===== config.mk =====
export PLATFORM = sky130hd
export DESIGN_NAME = ppa_arbiter
export DESIGN_NICKNAME = d
export VERILOG_FILES = /design/src/rtl/arb_pkg.sv /design/src/rtl/arb_prio_pick.sv /design/src/rtl/arb_rr_pick.sv /design/src/rtl/arb_hurry_gen.sv /design/src/rtl/ppa_arbiter.sv
export SDC_FILE = /design/constraint.sdc
export NUM_CORES = 1
export LEC_CHECK = 0
export BUFFER_PORTS_ARGS = -buffer_cell sky130_fd_sc_hd__buf_4
export CORE_AREA = 2 2 46 48
export CTS_CLUSTER_SIZE = 8
export DETAILED_ROUTE_END_ITERATION = 10
export DIE_AREA = 0 0 48 50
export PLACE_DENSITY = 0.71
export SKIP_CTS_REPAIR_TIMING = 1
export SLEW_MARGIN = 20
export SYNTH_ARGS = -nofsm -noshare
export SYNTH_HDL_FRONTEND = slang
export SYNTH_SLANG_ARGS = --single-unit

===== constraint.sdc =====
create_clock -name clk -period 3.85 [get_ports clk]
set_clock_uncertainty 0.05 [all_clocks]
set_input_delay 0.5775 -clock clk [delete_from_list [all_inputs] [get_ports clk]]
set_output_delay 0.5775 -clock clk [all_outputs]
set_load 0.02 [all_outputs]

===== src/rtl/arb_pkg.sv =====
package arb_pkg;

    localparam int N_REQ  = 4;
    localparam int LVL_W  = 2;
    localparam int CFG_W  = N_REQ * LVL_W;
    localparam int HINT_N = N_REQ - 1;
    localparam int IDX_W  = $clog2(N_REQ);

    typedef logic [N_REQ-1:0] req_vec_t;
    typedef logic [IDX_W-1:0] idx_t;
    typedef logic [LVL_W-1:0] lvl_t;
    typedef logic [CFG_W-1:0] cfg_t;

    typedef enum logic {
        ST_IDLE  = 1'b0,
        ST_OWNED = 1'b1
    } arb_state_t;

    typedef struct packed {
        logic valid;
        idx_t idx;
    } pick_t;

    // Requestor 0 owns the top field, the last requestor the bottom one.
    function automatic lvl_t level_of(input cfg_t cfg, input int i);
        return cfg[CFG_W-1-LVL_W*i -: LVL_W];
    endfunction

    function automatic req_vec_t idx_to_onehot(input idx_t idx);
        req_vec_t v;
        v = '0;
        v[idx] = 1'b1;
        return v;
    endfunction

endpackage


===== src/rtl/arb_prio_pick.sv =====
module arb_prio_pick
    import arb_pkg::*;
(
    input  req_vec_t req,
    input  cfg_t     cfg,
    output pick_t    pick
);
    lvl_t best_lvl;

    always_comb begin
        pick     = '0;
        best_lvl = '0;
        for (int i = 0; i < N_REQ; i++) begin
            // strict compare keeps the lower index on equal levels
            if (req[i] && (!pick.valid || level_of(cfg, i) > best_lvl)) begin
                pick.valid = 1'b1;
                pick.idx   = idx_t'(i);
                best_lvl   = level_of(cfg, i);
            end
        end
    end
endmodule


===== src/rtl/arb_rr_pick.sv =====
module arb_rr_pick
    import arb_pkg::*;
(
    input  req_vec_t req,
    input  idx_t     last,
    output pick_t    pick
);
    idx_t cand;

    always_comb begin
        pick = '0;
        cand = '0;
        for (int k = 1; k <= N_REQ; k++) begin
            cand = idx_t'((int'(last) + k) % N_REQ);
            if (!pick.valid && req[cand]) begin
                pick.valid = 1'b1;
                pick.idx   = cand;
            end
        end
    end
endmodule


===== src/rtl/arb_hurry_gen.sv =====
module arb_hurry_gen
    import arb_pkg::*;
(
    input  logic              clk,
    input  logic              rst,
    input  req_vec_t          req,
    input  req_vec_t          grant,
    input  logic [HINT_N-1:0] en,
    output logic              hurry
);
    req_vec_t          waiting;
    logic [HINT_N-1:0] src_hit;

    assign waiting = req & ~grant;

    // enable bit s watches requestor N_REQ-1-s (status first, then upward)
    for (genvar s = 0; s < HINT_N; s++) begin : g_src
        assign src_hit[s] = en[s] & waiting[N_REQ-1-s];
    end

    always_ff @(posedge clk) begin
        if (rst) hurry <= 1'b0;
        else     hurry <= |src_hit;
    end
endmodule


===== src/rtl/ppa_arbiter.sv =====
module ppa_arbiter
    import arb_pkg::*;
(
    input  logic       clk,
    input  logic       rst,
    input  logic [3:0] req,
    input  logic [7:0] prio_cfg,
    input  logic [2:0] hurry_en,
    output logic [3:0] grant,
    output logic       dma_hurry
);
    arb_state_t state;
    idx_t       owner;
    idx_t       last_idx;
    pick_t      prio_pick;
    pick_t      rr_pick;
    pick_t      sel;
    logic       level_mode;

    assign level_mode = |prio_cfg;

    arb_prio_pick u_prio (
        .req  (req),
        .cfg  (prio_cfg),
        .pick (prio_pick)
    );

    arb_rr_pick u_rr (
        .req  (req),
        .last (last_idx),
        .pick (rr_pick)
    );

    assign sel = level_mode ? prio_pick : rr_pick;

    always_ff @(posedge clk) begin
        if (rst) begin
            state    <= ST_IDLE;
            grant    <= '0;
            owner    <= '0;
            last_idx <= idx_t'(N_REQ - 1);
        end else begin
            case (state)
                ST_IDLE: begin
                    if (sel.valid) begin
                        grant    <= idx_to_onehot(sel.idx);
                        owner    <= sel.idx;
                        last_idx <= sel.idx;
                        state    <= ST_OWNED;
                    end
                end
                ST_OWNED: begin
                    if (!req[owner]) begin
                        grant <= '0;
                        state <= ST_IDLE;
                    end
                end
                default: begin
                    grant <= '0;
                    state <= ST_IDLE;
                end
            endcase
        end
    end

    arb_hurry_gen u_hurry (
        .clk   (clk),
        .rst   (rst),
        .req   (req),
        .grant (grant),
        .en    (hurry_en),
        .hurry (dma_hurry)
    );
endmodule


* Word-level counts from Yosys, hierarchy flattened
Index checks and enable logic that the tools add are counted.
** Operators by class
- Add/subtract/negate cells :: 4
- Magnitude comparators :: 10
- Eq/ne operators :: 2
- Mux-type cells :: 30
- Bitwise logic cells :: 6
- Reduce and logical (&&, ||, !) cells :: 20
** Operators with widths (number)
- $mux W3 :: 9
- $lt A2 B3 Y1 const B :: 6
- $bmux W1 S2 :: 5
- $mux W1 :: 8
- $mux W4 :: 2
- $pmux W4 S2 :: 1
- $reduce_or A8 Y1 :: 1
- $logic_and A1 B1 Y1 :: 7
- $gt A2 B2 Y1 :: 3
- $logic_not A1 Y1 :: 6
- $mux W2 :: 3
- $add A2 B1 Y2 const B :: 2
- $add A2 B2 Y2 const B :: 2
- $and A4 B4 Y4 :: 1
- $ne A2 B2 Y1 const B :: 2
- $not A4 Y4 :: 1
- $reduce_and A2 Y1 :: 2
- $and A1 B1 Y1 :: 3
- $logic_or A1 B1 Y1 :: 3
- $reduce_or A3 Y1 :: 1
- $demux W1 S2 :: 1
- $ge A2 B1 Y1 const B :: 1
- $pmux W1 S2 :: 1
- $not A1 Y1 :: 1
** Word-level totals
- Bits in registers :: 10
- Input bits :: 17

* Depth between registers and ports, before layout
- Depth in word-level cells :: 20
- Depth in mapped cells :: 18

* By module
Synthesis repeated with hierarchy kept, for this count alone.
** Second synthesis, totals
- Cells, all modules :: 109
- Area, all modules :: 947.2 µm²
** By module, submodules not included
- ppa_arbiter :: times used 1, cells each 53, area each 530.5 µm², seq. area each 180.2 µm²
- arb_prio_pick :: times used 1, cells each 37, area each 261.5 µm², seq. area each 0.0 µm²
- arb_rr_pick :: times used 1, cells each 14, area each 91.3 µm², seq. area each 0.0 µm²
- arb_hurry_gen :: times used 1, cells each 5, area each 63.8 µm², seq. area each 20.0 µm²

* Least setup slack after synthesis
No wires, ideal clock.
- Path type :: input -> register
- From :: input port req[0]
- To :: register grant[2]
- Library setup time :: 117 ps
- Arrival time :: 3863 ps
- Slack :: -180 ps
- Stages on the path :: 18
- Path through :: buf_6 nand2_1 ha_1 nor2b_1 o311ai_1 nor2_1 a31oi_1 ha_1 nor2b_1 o311ai_4 nor2_1 a21o_1 ha_1 nor2b_1 o211ai_1 nand4_1 and3_1 a32o_1
** On the way
- Cells in the longest elaborated chain, start to end :: 20
- Elaborated cells on any way between the ends :: 50
- Classes of those cells :: order compare: 5; eq/ne: 2; mux: 26; reduce/logical: 17
** RTL lines
- start: declaration :: RTL line ppa_arbiter.sv:6 : input logic [3:0] req,
- $mux W2 or $mux W3 (tied branches) :: RTL line arb_prio_pick.sv:15 : if (req[i] && (!pick.valid || level_of(cfg, i) > best_lvl)) begin
- $gt A2 B2 Y1 or $logic_not A1 Y1 (tied branches) :: RTL line arb_prio_pick.sv:15
- $logic_or A1 B1 Y1 :: RTL line arb_prio_pick.sv:15
- $logic_and A1 B1 Y1 :: RTL line arb_prio_pick.sv:15
- $mux W2 or $mux W3 (tied branches) :: RTL line arb_prio_pick.sv:15
- $gt A2 B2 Y1 or $logic_not A1 Y1 (tied branches) :: RTL line arb_prio_pick.sv:15
- $logic_or A1 B1 Y1 :: RTL line arb_prio_pick.sv:15
- $logic_and A1 B1 Y1 :: RTL line arb_prio_pick.sv:15
- [... 4 more ...]
- $mux W3 :: RTL line arb_prio_pick.sv:15
- $mux W3 :: RTL line ppa_arbiter.sv:34 : assign sel = level_mode ? prio_pick : rr_pick;
- $lt A2 B3 Y1 (not written as such) or $ge A2 B1 Y1 (tied branches) :: RTL line arb_pkg.sv:32 : v[idx] = 1'b1;
- $logic_and A1 B1 Y1 (not written as such) :: RTL line arb_pkg.sv:32
- $mux W1 (not written as such) :: RTL line arb_pkg.sv:32
- $demux W1 S2 :: RTL line arb_pkg.sv:32
- $mux W4 :: RTL line ppa_arbiter.sv:45 : if (sel.valid) begin
- $pmux W4 S2 :: RTL line ppa_arbiter.sv:43 : case (state)
- end signal: assignment :: RTL line ppa_arbiter.sv:46 : grant <= idx_to_onehot(sel.idx);
- end: declaration :: RTL line ppa_arbiter.sv:9 : output logic [3:0] grant,
Parallel ways exist; a longest one is shown, timed or not. The select of a mux whose other input is x is not followed.
A chain may end at the register's enable or synchronous reset.

* Worst setup path after layout
- From :: input port prio_cfg[7]
- To :: register grant[2]
** On the way
- Cells in the longest elaborated chain, start to end :: 20
- Elaborated cells on any way between the ends :: 28
- Classes of those cells :: order compare: 5; eq/ne: 1; mux: 11; reduce/logical: 11
** RTL lines
- start: declaration :: RTL line ppa_arbiter.sv:7 : input logic [7:0] prio_cfg,
- $mux W2 :: RTL line arb_prio_pick.sv:15
- $gt A2 B2 Y1 :: RTL line arb_prio_pick.sv:15
- $logic_or A1 B1 Y1 :: RTL line arb_prio_pick.sv:15
- $logic_and A1 B1 Y1 :: RTL line arb_prio_pick.sv:15
- $mux W2 or $mux W3 (tied branches) :: RTL line arb_prio_pick.sv:15
- $gt A2 B2 Y1 or $logic_not A1 Y1 (tied branches) :: RTL line arb_prio_pick.sv:15
- $logic_or A1 B1 Y1 :: RTL line arb_prio_pick.sv:15
- $logic_and A1 B1 Y1 :: RTL line arb_prio_pick.sv:15
- [... 4 more ...]
- $mux W3 :: RTL line arb_prio_pick.sv:15
- $mux W3 * :: RTL line ppa_arbiter.sv:34
- $lt A2 B3 Y1 (not written as such) or $ge A2 B1 Y1 (tied branches) :: RTL line arb_pkg.sv:32
- $logic_and A1 B1 Y1 (not written as such) :: RTL line arb_pkg.sv:32
- $mux W1 (not written as such) :: RTL line arb_pkg.sv:32
- $demux W1 S2 :: RTL line arb_pkg.sv:32
- $mux W4 :: RTL line ppa_arbiter.sv:45
- $pmux W4 S2 :: RTL line ppa_arbiter.sv:43
Mark *: on every way between the ends. The rest lies on a longest branch, timed or not. The select of a mux whose other input is x is not followed.

==> out/summary.txt <==
status: finished with violations
failing checks: negative setup slack
first-pass GRT wire length: 3180 um
number of flops mapped to enable cells by yosys: 0
fraction of registers with async set/reset: 0%
critical-path cell list: buf_8, nand2_4, ha_4, nor2b_4, o311ai_4, nor2_1, a31oi_1, ha_1, nor2b_4, o311ai_4, nor2_1, a21o_1, ha_4, nor2b_4, o211ai_1, nand4_1, and3_1, a32o_1
CTS sink count: 10
final wirelength: 2043 um
NumNets Final: 152
Area Overhead vs Synth: 49.29%
final hold vios: 0
I/O pins: 22
delay-heaviest family, CP: compound AO/OA/AOI/OAI gates
power per cell area: 329.0 mW/mm2
CP max FO: 5
die height: 50 um
CTS tree: yes
critical path type: input pin to flip-flop
Final period util: 100.2%
setup TNS: -0.006658 ns
worst slew pin tran: 0.4463 ns
Buffers on Ports: 21
std cell rows: 16
Via density: 5.394
sw frac: 33.02%
worst reg2reg endpoint: grant[0]
Peak VDD IR: 0.1913 mV
Startpoint Class: input pin
syn_area_per_cell: 8.217 um2
internal reg-to-reg setup slack: 2.05 ns
Crit. End Element: flip-flop
Syn Inst Count: 97
Core Box Area: 0.001902 mm2
CP required: 3.97 ns
Finish-stage setup viols: 1
Critical Path Sink: grant[2]
worst skew pair latency: 0.27 ns
Starting Density: 41.91%
sequential share of power: 32.2%
initial antenna violation count: 0
Mapped Nets: 120
DRT antenna net count: 0
fraction of layout cells with a size suffix above 1: 42.19%
First-pass DRT Iterations: 4
clk buf depth: 2
Stages on worst setup path: 18
DRC viols: 0
min Tclk post-route: 3.857 ns
Clock Root Buffer: clkbuf_4
Die Wd: 48 um
largest net degree at the start of global routing: 10
Fmax achieved: 0.2593 GHz
flops & latches, synth: 10
Comb pwr share: 42.8%
GRT Resource Usage Total: 18.06%
die area: 0.002400 mm2
gp weighted congestion: 0.7645
worst hold path class: flip-flop to flip-flop
worst setup margin: -0.006658 ns
Vias: 836
Worst Setup SP: prio_cfg[7]
vias in the first global route: 782
Pint: 0.0002622 W
RR Startpoint: last_idx[0]
max cap viols: 0
Critical-path top delay cell: o311ai_4
number of diodes: 0
slew margin rel.: 70.18%
maximum level of the CTS H-tree: 1
HPWL Detailed: 1556 um
Routed wire per std cell: 13.18 um
Psw: 0.0001293 W
Worst path max stage delay: 0.34 ns
sequential share of the synthesized area: 25.12%
leak pwr: 0.5356 nW
Clk pwr share: 24.9%
total CTS buffers: 3
post-layout total power: 0.0003915 W
Buffers & Inverters on Critical Path: 1
Main synth FF type: dfxtp_1
CP most frequent cell: nor2b_4
Distinct cells, synth: 37
Detailed Route Iter0 Violations: 15
Post-Syn Area: 797.0 um2
Yosys warnings: 0
worst-case reg-to-reg path depth: 5
Overflow after GRT: 0
Critical Path AT: 3.97 ns
RSZ-0062 raised after global routing: yes
Max Slew Vio Count: 0
Reg clk slew, reported paths: 0.07 ns
-- stage by stage --
step	setup WS, ns	hold WS, ns	util, %	std cells	instance area (um2)
final	-0.006658	0.4231	62.57	155	1190
after detailed placement	-0.3145	0.4193	55.92	150	1064
after CTS	-0.03942	0.4284	57.83	154	1100
after floorplan	-0.05186	0.3826	-	97	835.8
after global placement	-0.2390	0.3992	55.92	150	1064
after global routing	-0.1843	0.4425	62.57	155	1190
-- cells by family (layout without fill, tap and decap cells) --
group | Yosys count | count (layout) | share of synthesized area [%]
and+or+nand+nor | 43 | 43 | 28.26
AOI/OAI and AO/OA | 26 | 26 | 25.75
DFF | 10 | 10 | 25.12
buffers and inverters | 9 | 40 | 5.337
adders and majority gates | 6 | 6 | 9.419
muxes | 3 | 3 | 6.123
-- worst min-delay path, delay by kind of cell, from the launching register on --
kind / cells / cell delay, ns
AO/OA/AOI/OAI: 1 / 0.06
flip-flops: 1 / 0.32
AND/OR/NAND/NOR: 1 / 0.05
-- how the worst min path moves through the flow --
stage,from,to,depth (start not counted)
6_report,owner[1],owner[1],2
5_1_grt,owner[1],owner[1],2
4_1_cts,owner[1],owner[1],2
3_5_place_dp,owner[1],owner[1],2
3_3_place_gp,owner[1],owner[1],2
2_1_floorplan,owner[1],owner[1],2
-- layout by cell type, fill, tap and decap left out, types with 4 or more instances in the layout --
master / n
nor2_1: 7
nand3_1: 4
nand2_1: 12
a21oi_1: 5
dfxtp_1: 10
buf_4: 26
inv_1: 7
-- Yosys cell counts (all sizes together) (2+ instances only) --
cell type  number  share of area, %
and2            2               1.6
a31oi           2               1.6
nand3           6               3.8
o21ai           3               1.9
o311ai          2               4.4
dfxtp          10                25
nand2          13               6.1
o22ai           2               1.6
or2b            3               3.1
a21oi           6               3.8
nor2b           4               3.5
ha              6               9.4
buf             2               2.0
inv             7               3.3
nor4            3               2.4
mux2            2               2.8
nor2            7               3.3
o211ai          2               1.9
-- per-layer routing --
metal / share of wire [%] / track usage [%] / vias to the layer above / wire, um
met5: 0 / 0 / - / 0
met4: 0.69 / 6.757 / 0 / 14
met3: 3.4 / 6.227 / 2 / 70
met2: 49 / 27.11 / 24 / 1001
met1: 47 / 23.13 / 386 / 956
li1: - / - / 424 / -
-- final cells by class --
class,count,area (um2)
clock buffers,4,36.28
fillers,176,711.9
inverters,7,26.28
multi-input cells,78,660.6
flip-flops and latches,10,200.2
well taps,27,33.78
repair buffers,29,232.7
-- state kept, by name, indices dropped and copies added (netlist names) --
register / flops
last_idx: 2
owner: 2
grant: 4
state: 1
u_hurry.hurry: 1
-- power by group through the flow --
stage	Clock (W)	Sequential (W)	Combinational [W]
floorplan	0	0.000133	0.0000890
global placement	0	0.000128	0.000143
detailed placement	0	0.000128	0.000147
CTS	0.0000965	0.000126	0.000148
global route	0.000105	0.000128	0.000184
finish	0.0000977	0.000126	0.000168
Power figures use the tool's default switching activity.
